--- src/rtl/i2cmon_pkg.sv ---
package i2cmon_pkg;
  localparam int ADDR_W = 7;
  localparam int BYTE_W = 8;
  localparam int WORD_BITS = BYTE_W + 1;

  typedef struct packed {
    logic shiftEn;
    logic bitVal;
    logic loadWord;
    logic wordIsAddr;
    logic ackBit;
  } mon_strobe_t;
endpackage

--- src/rtl/i2cmon_ctrl.sv ---
module i2cmon_ctrl
  import i2cmon_pkg::*;
#(
  parameter int SYNC_STAGES = 2
) (
  input  logic        clk,
  input  logic        rstN,
  input  logic        sclIn,
  input  logic        sdaIn,
  input  logic [2:0]  ctrlBits,
  input  logic        addrHit,
  input  logic        ackIrq,
  input  logic        bufRd,
  output mon_strobe_t strobes,
  output logic        sclOutEn,
  output logic        irqAddr,
  output logic        irqData,
  output logic        overrun
);
  localparam int CNT_W = $clog2(WORD_BITS + 1);
  localparam logic [CNT_W-1:0] LAST_BIT = CNT_W'(WORD_BITS - 1);

  logic [SYNC_STAGES-1:0] sclSync, sdaSync;
  logic sclS, sdaS, sclP, sdaP;
  logic sclRise, startCond, stopCond;
  logic monEn, holdEn, acceptAll;
  logic active, firstWord, selected, bufFull;
  logic stretchPend, stretching;
  logic [CNT_W-1:0] bitCnt;
  logic wordDone, qualify, service;

  assign monEn     = ctrlBits[0];
  assign holdEn    = ctrlBits[0] & ctrlBits[1];
  assign acceptAll = ctrlBits[0] & ctrlBits[2];

  // synchronizer chains, idle bus level is high
  generate
    if (SYNC_STAGES == 1) begin : g_sync1
      always_ff @(posedge clk or negedge rstN) begin
        if (!rstN) begin
          sclSync <= '1;
          sdaSync <= '1;
        end else begin
          sclSync <= sclIn;
          sdaSync <= sdaIn;
        end
      end
    end else begin : g_syncN
      always_ff @(posedge clk or negedge rstN) begin
        if (!rstN) begin
          sclSync <= '1;
          sdaSync <= '1;
        end else begin
          sclSync <= {sclSync[SYNC_STAGES-2:0], sclIn};
          sdaSync <= {sdaSync[SYNC_STAGES-2:0], sdaIn};
        end
      end
    end
  endgenerate

  assign sclS = sclSync[SYNC_STAGES-1];
  assign sdaS = sdaSync[SYNC_STAGES-1];

  always_ff @(posedge clk or negedge rstN) begin
    if (!rstN) begin
      sclP <= 1'b1;
      sdaP <= 1'b1;
    end else begin
      sclP <= sclS;
      sdaP <= sdaS;
    end
  end

  assign sclRise   = sclS & ~sclP;
  assign startCond = sclS & sclP & sdaP & ~sdaS;
  assign stopCond  = sclS & sclP & ~sdaP & sdaS;

  assign wordDone = monEn & active & sclRise & (bitCnt == LAST_BIT);
  assign qualify  = firstWord ? (acceptAll | addrHit) : selected;
  assign service  = ackIrq | bufRd;

  always_comb begin
    strobes.shiftEn    = monEn & active & sclRise & (bitCnt != LAST_BIT);
    strobes.bitVal     = sdaS;
    strobes.loadWord   = wordDone & qualify;
    strobes.wordIsAddr = firstWord;
    strobes.ackBit     = sdaS;
  end

  // frame tracking
  always_ff @(posedge clk or negedge rstN) begin
    if (!rstN) begin
      active    <= 1'b0;
      firstWord <= 1'b0;
      selected  <= 1'b0;
      bitCnt    <= '0;
    end else if (!monEn) begin
      active    <= 1'b0;
      firstWord <= 1'b0;
      selected  <= 1'b0;
      bitCnt    <= '0;
    end else if (startCond) begin
      active    <= 1'b1;
      firstWord <= 1'b1;
      selected  <= 1'b0;
      bitCnt    <= '0;
    end else if (stopCond) begin
      active    <= 1'b0;
      firstWord <= 1'b0;
      selected  <= 1'b0;
      bitCnt    <= '0;
    end else if (active && sclRise) begin
      if (bitCnt == LAST_BIT) begin
        bitCnt    <= '0;
        firstWord <= 1'b0;
        if (firstWord) selected <= qualify;
      end else begin
        bitCnt <= bitCnt + 1'b1;
      end
    end
  end

  // interrupt and buffer flags
  always_ff @(posedge clk or negedge rstN) begin
    if (!rstN) begin
      irqAddr <= 1'b0;
      irqData <= 1'b0;
      bufFull <= 1'b0;
      overrun <= 1'b0;
    end else begin
      if (strobes.loadWord && strobes.wordIsAddr) irqAddr <= 1'b1;
      else if (ackIrq)                            irqAddr <= 1'b0;

      if (strobes.loadWord && !strobes.wordIsAddr) irqData <= 1'b1;
      else if (bufRd)                              irqData <= 1'b0;

      if (strobes.loadWord) bufFull <= 1'b1;
      else if (bufRd)       bufFull <= 1'b0;

      if (strobes.loadWord && bufFull && !bufRd) overrun <= 1'b1;
      else if (bufRd)                            overrun <= 1'b0;
    end
  end

  // clock hold: armed by a qualifying word, applied once SCL is low
  always_ff @(posedge clk or negedge rstN) begin
    if (!rstN) begin
      stretchPend <= 1'b0;
      stretching  <= 1'b0;
    end else if (!holdEn || service || stopCond) begin
      stretchPend <= 1'b0;
      stretching  <= 1'b0;
    end else if (strobes.loadWord) begin
      stretchPend <= 1'b1;
    end else if (stretchPend && !sclS) begin
      stretchPend <= 1'b0;
      stretching  <= 1'b1;
    end
  end

  assign sclOutEn = stretching & holdEn;
endmodule

--- src/rtl/i2cmon_dpath.sv ---
module i2cmon_dpath
  import i2cmon_pkg::*;
#(
  parameter int NUM_SLOTS = 4,
  parameter int IDX_W = 2
) (
  input  logic                        clk,
  input  logic                        rstN,
  input  mon_strobe_t                 strobes,
  input  logic [NUM_SLOTS*ADDR_W-1:0] slotAddr,
  input  logic [NUM_SLOTS-1:0]        slotEn,
  output logic                        addrHit,
  output logic [BYTE_W-1:0]           bufData,
  output logic                        bufAck,
  output logic                        bufIsAddr,
  output logic                        rwFlag,
  output logic [IDX_W-1:0]            matchIdx
);
  logic [BYTE_W-1:0]    shReg;
  logic [NUM_SLOTS-1:0] hitVec;
  logic [IDX_W-1:0]     firstIdx;

  always_ff @(posedge clk or negedge rstN) begin
    if (!rstN) shReg <= '0;
    else if (strobes.shiftEn) shReg <= {shReg[BYTE_W-2:0], strobes.bitVal};
  end

  generate
    for (genvar i = 0; i < NUM_SLOTS; i++) begin : g_cmp
      assign hitVec[i] = slotEn[i] &&
                         (slotAddr[i*ADDR_W +: ADDR_W] == shReg[BYTE_W-1:1]);
    end
  endgenerate

  assign addrHit = |hitVec;

  always_comb begin
    firstIdx = '0;
    for (int i = NUM_SLOTS - 1; i >= 0; i--) begin
      if (hitVec[i]) firstIdx = IDX_W'(i);
    end
  end

  always_ff @(posedge clk or negedge rstN) begin
    if (!rstN) begin
      bufData   <= '0;
      bufAck    <= 1'b0;
      bufIsAddr <= 1'b0;
      rwFlag    <= 1'b0;
      matchIdx  <= '0;
    end else if (strobes.loadWord) begin
      bufData   <= shReg;
      bufAck    <= strobes.ackBit;
      bufIsAddr <= strobes.wordIsAddr;
      if (strobes.wordIsAddr) begin
        rwFlag   <= shReg[0];
        matchIdx <= firstIdx;
      end
    end
  end
endmodule

--- src/rtl/i2c_bus_monitor.sv ---
module i2c_bus_monitor
  import i2cmon_pkg::*;
#(
  parameter int NUM_SLOTS = 4,
  parameter int SYNC_STAGES = 2,
  localparam int IDX_W = (NUM_SLOTS > 1) ? $clog2(NUM_SLOTS) : 1
) (
  input  logic                        clk,
  input  logic                        rstN,
  input  logic                        sclIn,
  input  logic                        sdaIn,
  output logic                        sclOutEn,
  output logic                        sdaOutEn,
  input  logic [2:0]                  ctrlBits,
  input  logic [NUM_SLOTS*ADDR_W-1:0] slotAddr,
  input  logic [NUM_SLOTS-1:0]        slotEn,
  input  logic                        ackIrq,
  input  logic                        bufRd,
  output logic                        irq,
  output logic                        irqAddr,
  output logic                        irqData,
  output logic [BYTE_W-1:0]           bufData,
  output logic                        bufAck,
  output logic                        bufIsAddr,
  output logic                        rwFlag,
  output logic                        overrun,
  output logic [IDX_W-1:0]            matchIdx
);
  mon_strobe_t strobes;
  logic addrHit;

  i2cmon_ctrl #(.SYNC_STAGES(SYNC_STAGES)) ctrl_i (
    .clk(clk), .rstN(rstN), .sclIn(sclIn), .sdaIn(sdaIn),
    .ctrlBits(ctrlBits), .addrHit(addrHit), .ackIrq(ackIrq), .bufRd(bufRd),
    .strobes(strobes), .sclOutEn(sclOutEn), .irqAddr(irqAddr),
    .irqData(irqData), .overrun(overrun)
  );

  i2cmon_dpath #(.NUM_SLOTS(NUM_SLOTS), .IDX_W(IDX_W)) dpath_i (
    .clk(clk), .rstN(rstN), .strobes(strobes), .slotAddr(slotAddr),
    .slotEn(slotEn), .addrHit(addrHit), .bufData(bufData), .bufAck(bufAck),
    .bufIsAddr(bufIsAddr), .rwFlag(rwFlag), .matchIdx(matchIdx)
  );

  assign sdaOutEn = 1'b0;
  assign irq = irqAddr | irqData;
endmodule

--- config.mk ---
export PLATFORM = sky130hd
export DESIGN_NAME = i2c_bus_monitor
export DESIGN_NICKNAME = d
export VERILOG_FILES = /design/src/rtl/i2cmon_pkg.sv /design/src/rtl/i2cmon_ctrl.sv /design/src/rtl/i2cmon_dpath.sv /design/src/rtl/i2c_bus_monitor.sv
export SDC_FILE = /design/constraint.sdc
export NUM_CORES = 1
export LEC_CHECK = 0
export BUFFER_PORTS_ARGS = -buffer_cell sky130_fd_sc_hd__buf_2
export CORE_MARGIN = 2
export CORE_UTILIZATION = 45
export CTS_CLUSTER_DIAMETER = 30
export DETAILED_ROUTE_END_ITERATION = 6
export GPL_TIMING_DRIVEN = 0
export PLACE_DENSITY = 0.74
export SETUP_SLACK_MARGIN = 0.02
export SYNTH_ARGS = -nofsm -noshare
export SYNTH_HDL_FRONTEND = slang
export SYNTH_SLANG_ARGS = --single-unit
--- constraint.sdc ---
create_clock -name clk -period 2 [get_ports clk]
set_input_delay 0.1 -clock clk [delete_from_list [all_inputs] [get_ports clk]]
set_output_delay 0.1 -clock clk [all_outputs]
set_load 0.1 [all_outputs]
# After elaboration in Yosys (flattened, before gate mapping)
# Cells that the tools add are included.
[op_classes] n_addsub=1 n_eq_ne=11 bitwise=20 reduce_logical=27 mux=36
[ops] cell="7-bit equality test" count=4
[ops] cell="1-bit 2-to-1 mux" count=27
[ops] cell="4-bit 2-to-1 mux" count=5
[ops] cell="1-bit AND" count=14
[ops] cell="4-bit by 1-bit != test with 1-bit output, second input constant" count=3
[ops] cell="1-bit logical AND" count=10
[ops] cell="2-bit nonzero test" count=5
[ops] cell="2-bit 2-to-1 mux" count=4
[ops] cell="2-bit AND reduction" count=3
[ops] cell="4-bit by 1-bit adder with 4-bit output, second input constant" count=1
[ops] cell="4-bit equality test, second input constant" count=1
[ops] cell="1-bit logical NOT" count=4
[ops] cell="4-bit != test, second input constant" count=1
[ops] cell="4-bit OR reduction" count=1
[ops] cell="3-bit by 1-bit != test with 1-bit output, second input constant" count=1
[ops] cell="1-bit NOT" count=3
[ops] cell="1-bit bitwise OR" count=3
[ops] cell="3-bit AND reduction" count=1
[ops] cell="3-bit nonzero test" count=1
[ops] cell="1-bit logical OR" count=2
[ops] cell="2-bit != test, second input constant" count=1
[word_totals] reg_bits=40 output_inout_bits=19 in_bits=41

# Depth between registers and ports, before layout
# Gate-level depths: netlist (run 1).
[logic_depth] word_depth=11 mapped_depth=8

# Cells and area by module
# A second synthesis (run 1) with hierarchy kept.
[hier_totals] hier_cells=182 hier_area_um2=2059.5
[modules_own_cells] mod="i2cmon_dpath" area_per_inst_um2=1164.9 n_inst=1 cells_per_inst=99
[modules_own_cells] mod="i2cmon_ctrl" area_per_inst_um2=877.1 n_inst=1 cells_per_inst=80
[modules_own_cells] mod="i2c_bus_monitor" area_per_inst_um2=17.5 n_inst=1 cells_per_inst=3

# Worst setup path after synthesis (run 1)
# No wires, ideal clock.
[synth_timing] kind="register -> register" startpoint="reg ctrl_i.sclSync[1]" endpoint="reg dpath_i.matchIdx[0]" n_path_buf=0 required_ns=1.875 slack_ns=-0.047 stages_incl_launch_ff=7 t_arrival_ns=1.922 cell_sequence="dfstp_2 -> nand2_1 -> or2_4 -> nor3_2 -> o211ai_1 -> a311oi_2 -> mux2_2"
[synth_between] elab_chain_len=5
[synth_lines] item="from (decl)" line_no="i2cmon_ctrl.sv:23" text="logic [SYNC_STAGES-1:0] sclSync, sdaSync;"
[synth_lines] item="from (signal assigned)" line_no="i2cmon_ctrl.sv:54" text="sclSync <= {sclSync[SYNC_STAGES-2:0], sclIn};"
[synth_lines] item="1-bit AND" line_no="i2cmon_ctrl.sv:74" text="assign sclRise = sclS & ~sclP;"
[synth_lines] item="1-bit AND (2 in series)" line_no="i2cmon_ctrl.sv:78" text="assign wordDone = monEn & active & sclRise & (bitCnt == LAST_BIT);"
[synth_lines] item="1-bit AND" line_no="i2cmon_ctrl.sv:85" text="strobes.loadWord = wordDone & qualify;"
[synth_lines] item="2-bit AND reduction (no source line)"
[synth_lines] item="to (signal assigned)" line_no="i2cmon_dpath.sv:57" text="matchIdx <= firstIdx;"
[synth_lines] item="to (decl)" line_no="i2cmon_dpath.sv:17" text="output logic [IDX_W-1:0] matchIdx"
# No other way between the ends.
# A chain may end at the register's enable or synchronous reset.

# Final worst setup path (run 1)
[layout_timing] startpoint="reg dpath_i.shReg[1]" endpoint="reg dpath_i.bufAck"
[layout_between] elab_chain_len=6 elab_cells_between_ends=12
[layout_lines] item="from (decl)" line_no="i2cmon_dpath.sv:19" text="logic [BYTE_W-1:0] shReg;"
[layout_lines] item="from (signal assigned)" line_no="i2cmon_dpath.sv:25" text="else if (strobes.shiftEn) shReg <= {shReg[BYTE_W-2:0], strobes.bitVal};"
[layout_lines] item="7-bit equality test" line_no="i2cmon_dpath.sv:31" text="(slotAddr[i*ADDR_W +: ADDR_W] == shReg[BYTE_W-1:1]);"
[layout_lines] item="1-bit logical AND" line_no="i2cmon_dpath.sv:30" text="assign hitVec[i] = slotEn[i] &&"
[layout_lines] item="4-bit OR reduction (*)" line_no="i2cmon_dpath.sv:35" text="assign addrHit = |hitVec;"
[layout_lines] item="1-bit bitwise OR (*)" line_no="i2cmon_ctrl.sv:79" text="assign qualify = firstWord ? (acceptAll | addrHit) : selected;"
[layout_lines] item="1-bit 2-to-1 mux (*)" line_no="i2cmon_ctrl.sv:79"
[layout_lines] item="1-bit AND (*)" line_no="i2cmon_ctrl.sv:85"
[layout_lines] item="to (signal assigned)" line_no="i2cmon_dpath.sv:53" text="bufAck <= strobes.ackBit;"
[layout_lines] item="to (decl)" line_no="i2cmon_dpath.sv:14" text="output logic bufAck,"
# Every way passes the cells marked *; elsewhere a longest branch is shown, timed or not.

==> results.toml, run 1 <==
[power]
powerDensity_mw_per_mm2 = 565
ir_drop_uv = 422
p_leak_uw = 0.00141

[routing]
drt-initial-drc-count = 119
drt-total-wl_mm = 4.73
number_of_routed_nets_with_antenna_violations = 0
drc = 0
total_via_count_in_the_routed_design = 1661
drt-pass1-iter-count = 5
wl_per_cell_um = 14.9
via_per_inst = 5.22

[timing]
setup_violators_final = 13
postLayoutSetupSlackWorst_ns = -0.138
worst_slew_pin_slew_ns = 0.874
report.final.slew_viol_count = 0
post-route-period-util = 1.07
final_number_of_hold_violating_endpoints = 0
achievable-frequency_mhz = 468
finClkSkew_ns = 0.0119
grt_setup_unrepaired = "true"
relSlewSlack = 0.417
hold_slack_ns = 0.0330
min_period_ns = 2.14

[clock_tree]
clock_tree.root_cell = "clkbuf_8"
max_clock_buf_depth = 2
tritoncts_num_sinks = 40
clock_tree_from_tritoncts = "yes"
htree_levels = 2
number_of_buffers_created_by_cts = 5
worstSkewPairLatency_ns = 0.30
clkTransAtPathRegs_ns = 0.08

[status]
violated_checks = "negative setup slack"
run_status = "finished with violations"

[cells_and_area]
finish.cell_count_without_fillers = 318
antenna-diode-count = 0
seq_area_sq_mm = 0.00101
fillers = 360
fraction_of_final_layout_cells_sized_beyond_drive_strength_1 = 0.500
mostFrequentLayoutCell = "buf_2"
final_cell_mix = "61 x buf_2, 34 x dfrtp_1, 24 x xnor2_1, 14 x buf_4, 12 x mux2_2"
final_nets = 308
layout-area-overhead-vs-synth_pct = 35.9
multi_input_comb_area_sq_mm = 0.00105

[synth]
synth_area_sq_mm = 0.00207
synthesis.area_per_instance_sq_um = 11.6
synth_seq_area_share = 0.488
yosys_warnings = 0
yosys.cell_types.count = 39
synthesis.nets = 222
ys_seq_elements = 40
gate_count_after_technology_mapping = 179

[floorplan]
rows = 24
chip_height_um = 71.8
floorplan.die.width_um = 71.8
initial_utilization = 0.472
io_pins = 60
fp.dieArea_sq_mm = 0.00515
fp.coreArea_sq_mm = 0.00438

[grt]
grt_pass1_wl_mm = 8.05
grt.total_usage = 0.204
grt_max_degree = 41
globalRouteOverflowTotal = 0
grt_pass1_vias = 1742
grt_antenna_before_repair = 0

[min_path]
hold_path_cells = 2
hold_path_class = "primary input to flip-flop"

[flow_run]
maxCapViolations = 0

[setup_path]
timing.critical_path.fanout_max = 4
worst-endpoint-arrival_ns = 2.32
start_kind = "flip-flop"
cp_data_required_time_ns = 2.18
critical_path.endpoint_type = "flip-flop"
ff2ff_path_depth = 9
timing.setup.critical_path_class = "flip-flop to flip-flop"

[placement]
place.port_buffers = 58
place.detailed.hpwl_mm = 3.21
post_placement_cell_count = 289
place.gp.congestion = 0.818
## path summary, 6_finish.rpt
| check | startpoint | end | slack, ns |
|---|---|---|---|
| worst max-delay path | dpath_i.shReg[1] | dpath_i.bufAck | -0.14 |
| min in group asynchronous | rstN | dpath_i.shReg[3] | 0.46 |
| max in group asynchronous | rstN | dpath_i.bufData[6] | 0.99 |
| worst max register to register | dpath_i.shReg[1] | dpath_i.bufAck | -0.14 |
| worst min-delay path | ackIrq | ctrl_i.irqAddr | 0.03 |
| worst min register to register | ctrl_i.sdaSync[0] | ctrl_i.sdaSync[1] | 0.36 |
## metrics by stage
stage	TNS [ns]	setup WS (ns)	utilization	area (sq um)	total power (uW)
floorplan	0	0.0258	-	2080	932
global placement	-1.92	-0.190	0.555	2430	1010
detailed placement	-2.45	-0.246	0.555	2430	1010
CTS	-0.769	-0.134	0.619	2710	1590
global route	-2.31	-0.234	0.641	2810	1660
finish	-1.28	-0.138	0.641	2810	1590
## layer usage
| metal | track usage | part of all wire | vias to the layer above |
|---|---|---|---|
| met5 | 0 | 0 | - |
| met4 | 0.0881 | 0.024 | 0 |
| met3 | 0.0492 | 0.057 | 13 |
| met2 | 0.344 | 0.51 | 61 |
| met1 | 0.250 | 0.41 | 799 |
| li1 | - | - | 788 |
## kinds of logic after synthesis
family                     after synthesis  synth area share
other                                    1           0.00181
muxes                                   21             0.125
DFF                                     40             0.488
xor gates and xnor gates                30             0.127
buffers and inverters                   16            0.0448
adders and majority gates                2            0.0121
AOI/OAI and AO/OA                       25            0.0908
and+or+nand+nor                         44             0.111
## power breakdown
part / internal, uW / leakage, uW / switching [uW]
Sequential: 828 / 0.000537 / 13.4
Combinational: 88.8 / 0.000832 / 90.2
Clock: 279 / 0.0000434 / 288
Total: 1200 / 0.00141 / 392
## synth_stat cells, drive strengths merged
cell type  number  share of area
a211oi          1         0.0036
a21boi          1         0.0036
a21o            1         0.0036
a21oi           6          0.015
a22o            3          0.013
a311oi          1         0.0073
a31o            1         0.0085
and3            2         0.0060
buf             9          0.032
conb            1         0.0018
dfrtp          34           0.41
dfstp           6          0.076
ha              2          0.012
inv             7          0.013
mux2           20           0.12
mux2i           1         0.0048
nand2          11          0.020
nand2b          1         0.0030
nand3           3         0.0073
nand4           7          0.021
nor2           12          0.022
nor2b           2         0.0097
nor3            3          0.012
nor4            1         0.0030
o2111ai         1         0.0042
o211a           2         0.0097
o211ai          1         0.0036
o21ai           5          0.012
o22ai           1         0.0030
o2bb2ai         1         0.0042
or2             2         0.0073
xnor2          24           0.10
xor2            6          0.025
## sequential cells by signal (all words and copies together), names as in the netlist, 2 cells and up
register,flops
dpath_i.bufData,8
dpath_i.matchIdx,2
ctrl_i.sdaSync,2
ctrl_i.sclSync,2
ctrl_i.bitCnt,4
dpath_i.shReg,8
## area by class of cell
| class | instances | share of cell area |
|---|---|---|
| inverter | 7 | 0.00935 |
| tap | 52 | 0.0232 |
| multi-input combinational | 124 | 0.374 |
| clock buffer | 6 | 0.0294 |
| timing repair buffer | 78 | 0.169 |
| sequential | 40 | 0.359 |
| buffer | 9 | 0.0312 |
| clock inverter | 2 | 0.00534 |
## worst max-delay path, cell delays in order, from the launching register on
cell       delay (ns)
dfrtp_1          0.38
buf_6            0.13
buf_4            0.14
xnor2_1          0.17
nand4_1          0.11
nor2_1           0.29
nor3_4           0.09
a31o_4           0.27
clkbuf_16        0.16
mux2_4           0.28
## timing repair
| action | in CTS | in global routing |
|---|---|---|
| setup endpoints to repair | 22 | 19 |
| setup buffers | 12 | 4 |
| hold endpoints to repair | 36 | 1 |
| hold buffers | 3 | 1 |
| cloned | 1 | 1 |
| gates resized for setup | 13 | 9 |
| pin swaps | 8 | 7 |
Power figures use the tool's default switching activity.
==> inputs of run 2 (changes only) <==
==> constraint.sdc (replaced) <==
create_clock -name clk -period 2 [get_ports clk]
set_input_delay 0.3 -clock clk [delete_from_list [all_inputs] [get_ports clk]]
set_output_delay 0.3 -clock clk [all_outputs]
set_load 0.1 [all_outputs]
==> results.toml, run 2 (same netlist as run 1, synthesis figures left out) <==
[status]
run_status = "finished with violations"
violated_checks = "negative setup slack"

[grt]
gr-usage-met3 = 0.0478
grt.total_usage = 0.203
globalRouteOverflowTotal = 0
groute.layer.met1.usage = 0.250
use_met2 = 0.344
grt_pass1_wl_mm = 8.02
grt_pass1_vias = 1726
grt.busiest_layer = "met2"
grt_antenna_before_repair = 0
grt_max_degree = 41

[setup_path]
worst-endpoint-arrival_ns = 2.32
start_kind = "flip-flop"
critical_path.endpoint_type = "flip-flop"
timing.setup.critical_path_class = "flip-flop to flip-flop"
timing.critical_path.fanout_max = 4
cp_data_required_time_ns = 2.18
critPathLaunch = "dpath_i.shReg[1]"
timing.rr.start = "dpath_i.shReg[1]"

[cells_and_area]
reg.largest.list = "dpath_i.bufData x8, dpath_i.shReg x8, ctrl_i.bitCnt x4"
mostFrequentLayoutCell = "buf_2"
finish.cell_count_without_fillers = 314
antenna-diode-count = 0
layout-area-overhead-vs-synth_pct = 33.9
final_cell_mix = "61 x buf_2, 34 x dfrtp_1, 24 x xnor2_1, 14 x buf_4, 12 x mux2_2"
finish.utilization = 0.632
final_nets = 304
fraction_of_final_layout_cells_sized_beyond_drive_strength_1 = 0.508

[clock_tree]
clock_tree.root_cell = "clkbuf_8"
tritoncts_num_sinks = 40
htree_levels = 2
number_of_buffers_created_by_cts = 5
cts_hold_repair.buffers = 0
max_clock_buf_depth = 2
clock_tree_from_tritoncts = "yes"
clkTransAtPathRegs_ns = 0.08
worstSkewPairLatency_ns = 0.30

[routing]
drc = 0
number_of_routed_nets_with_antenna_violations = 0
via_per_inst = 5.18
drt-pass1-iter-count = 5
wl_per_cell_um = 15.0
drt-initial-drc-count = 94
drt-total-wl_mm = 4.70
total_via_count_in_the_routed_design = 1627

[min_path]
min-delay-start = "sclIn"
hold_path_class = "primary input to flip-flop"

[timing]
post-route-period-util = 1.07
achievable-frequency_mhz = 467
grt_setup_unrepaired = "true"
postLayoutSetupSlackWorst_ns = -0.141
totalNegativeSetupSlack_ns = -1.31
finClkSkew_ns = 0.0123
setup_violators_final = 13
report.final.slew_viol_count = 0
hold_slack_ns = 0.0974
final_number_of_hold_violating_endpoints = 0
min_period_ns = 2.14
relSlewSlack = 0.423
worst_slew_pin_slew_ns = 0.865

[floorplan]
rows = 24
fp.dieArea_sq_mm = 0.00515
initial_utilization = 0.472
fp.coreArea_sq_mm = 0.00438
chip_height_um = 71.8
io_pins = 60
floorplan.die.width_um = 71.8

[power]
seq_power_share = 0.532
powerDensity_mw_per_mm2 = 571
cell_internal_pwr_uw = 1190
p_clk_frac = 0.358
share_comb_of_total_power = 0.109
netSwitchingPower_uw = 390
switching_share_of_power = 0.247
design_power_total_uw = 1580
p_leak_uw = 0.00139
ir_drop_uv = 422

[placement]
place.detailed.hpwl_mm = 3.21
place.gp.congestion = 0.818
post_placement_cell_count = 289
place.port_buffers = 58

[flow_run]
maxCapViolations = 0
-- run 2: cell types whose count changed in the layout (fill, tap and decap cells not counted), sizes merged --
cell,before,now
dlygate4sd3,4,0
-- run 2: final cells by class --
cell class,instances,area (sq um)
multi-input cells,124,1050
well taps,52,65.1
clock buffers,6,82.6
repair buffers,74,435
clock inverters,2,15.0
flip-flops and latches,40,1010
inverters,7,26.3
plain buffers,9,87.6
fillers,361,1610
-- run 2: path summary, 6_finish.rpt --
kind | to | slack [ns] | cells after the start
min in group asynchronous | dpath_i.matchIdx[0] | 0.11 | 1
setup / recovery | dpath_i.bufAck | -0.14 | 9
hold reg to reg | ctrl_i.sdaSync[1] | 0.36 | 0
hold / removal | ctrl_i.sclSync[0] | 0.1 | 1
setup reg to reg | dpath_i.bufAck | -0.14 | 9
max in group asynchronous | dpath_i.bufData[6] | 1.34 | 1
-- run 2: timing repair --
action,CTS,global route
resized for setup,13,9
setup endpoints to repair,22,19
pin swaps,8,7
cloned,1,1
setup buffers,12,4
-- run 2: power by group through the flow --
| stage | Clock (uW) | Sequential [uW] | Combinational (uW) |
|---|---|---|---|
| 3_5_place_dp | 0 | 859 | 151 |
| 2_1_floorplan | 0 | 854 | 78.4 |
| 5_1_grt | 623 | 845 | 191 |
| 4_1_cts | 585 | 842 | 159 |
| 6_report | 567 | 842 | 173 |
| 3_3_place_gp | 0 | 857 | 148 |
-- run 2: routing by layer --
metal  part of all wire  wire (um)  up-vias
met5                  0          0        -
met4              0.021        100        0
met3              0.053        249       11
met2               0.51       2400       52
met1               0.41       1950      784
li1                   -          -      780
-- run 2: worst max-delay path, cell delays in order, from the launching register on --
cell and delay, ns:
dfrtp_1 0.38, buf_6 0.13, buf_4 0.14, xnor2_1 0.17, nand4_1 0.11, nor2_1 0.30
nor3_4 0.09, a31o_4 0.27, clkbuf_16 0.16, mux2_4 0.28
-- run 2: metrics by stage --
stage	setup slack [ns]	cell area (sq um)
CTS	-0.134	2680
detailed placement	-0.246	2430
global placement	-0.190	2430
floorplan	0.0258	2080
global route	-0.234	2770
finish	-0.141	2770
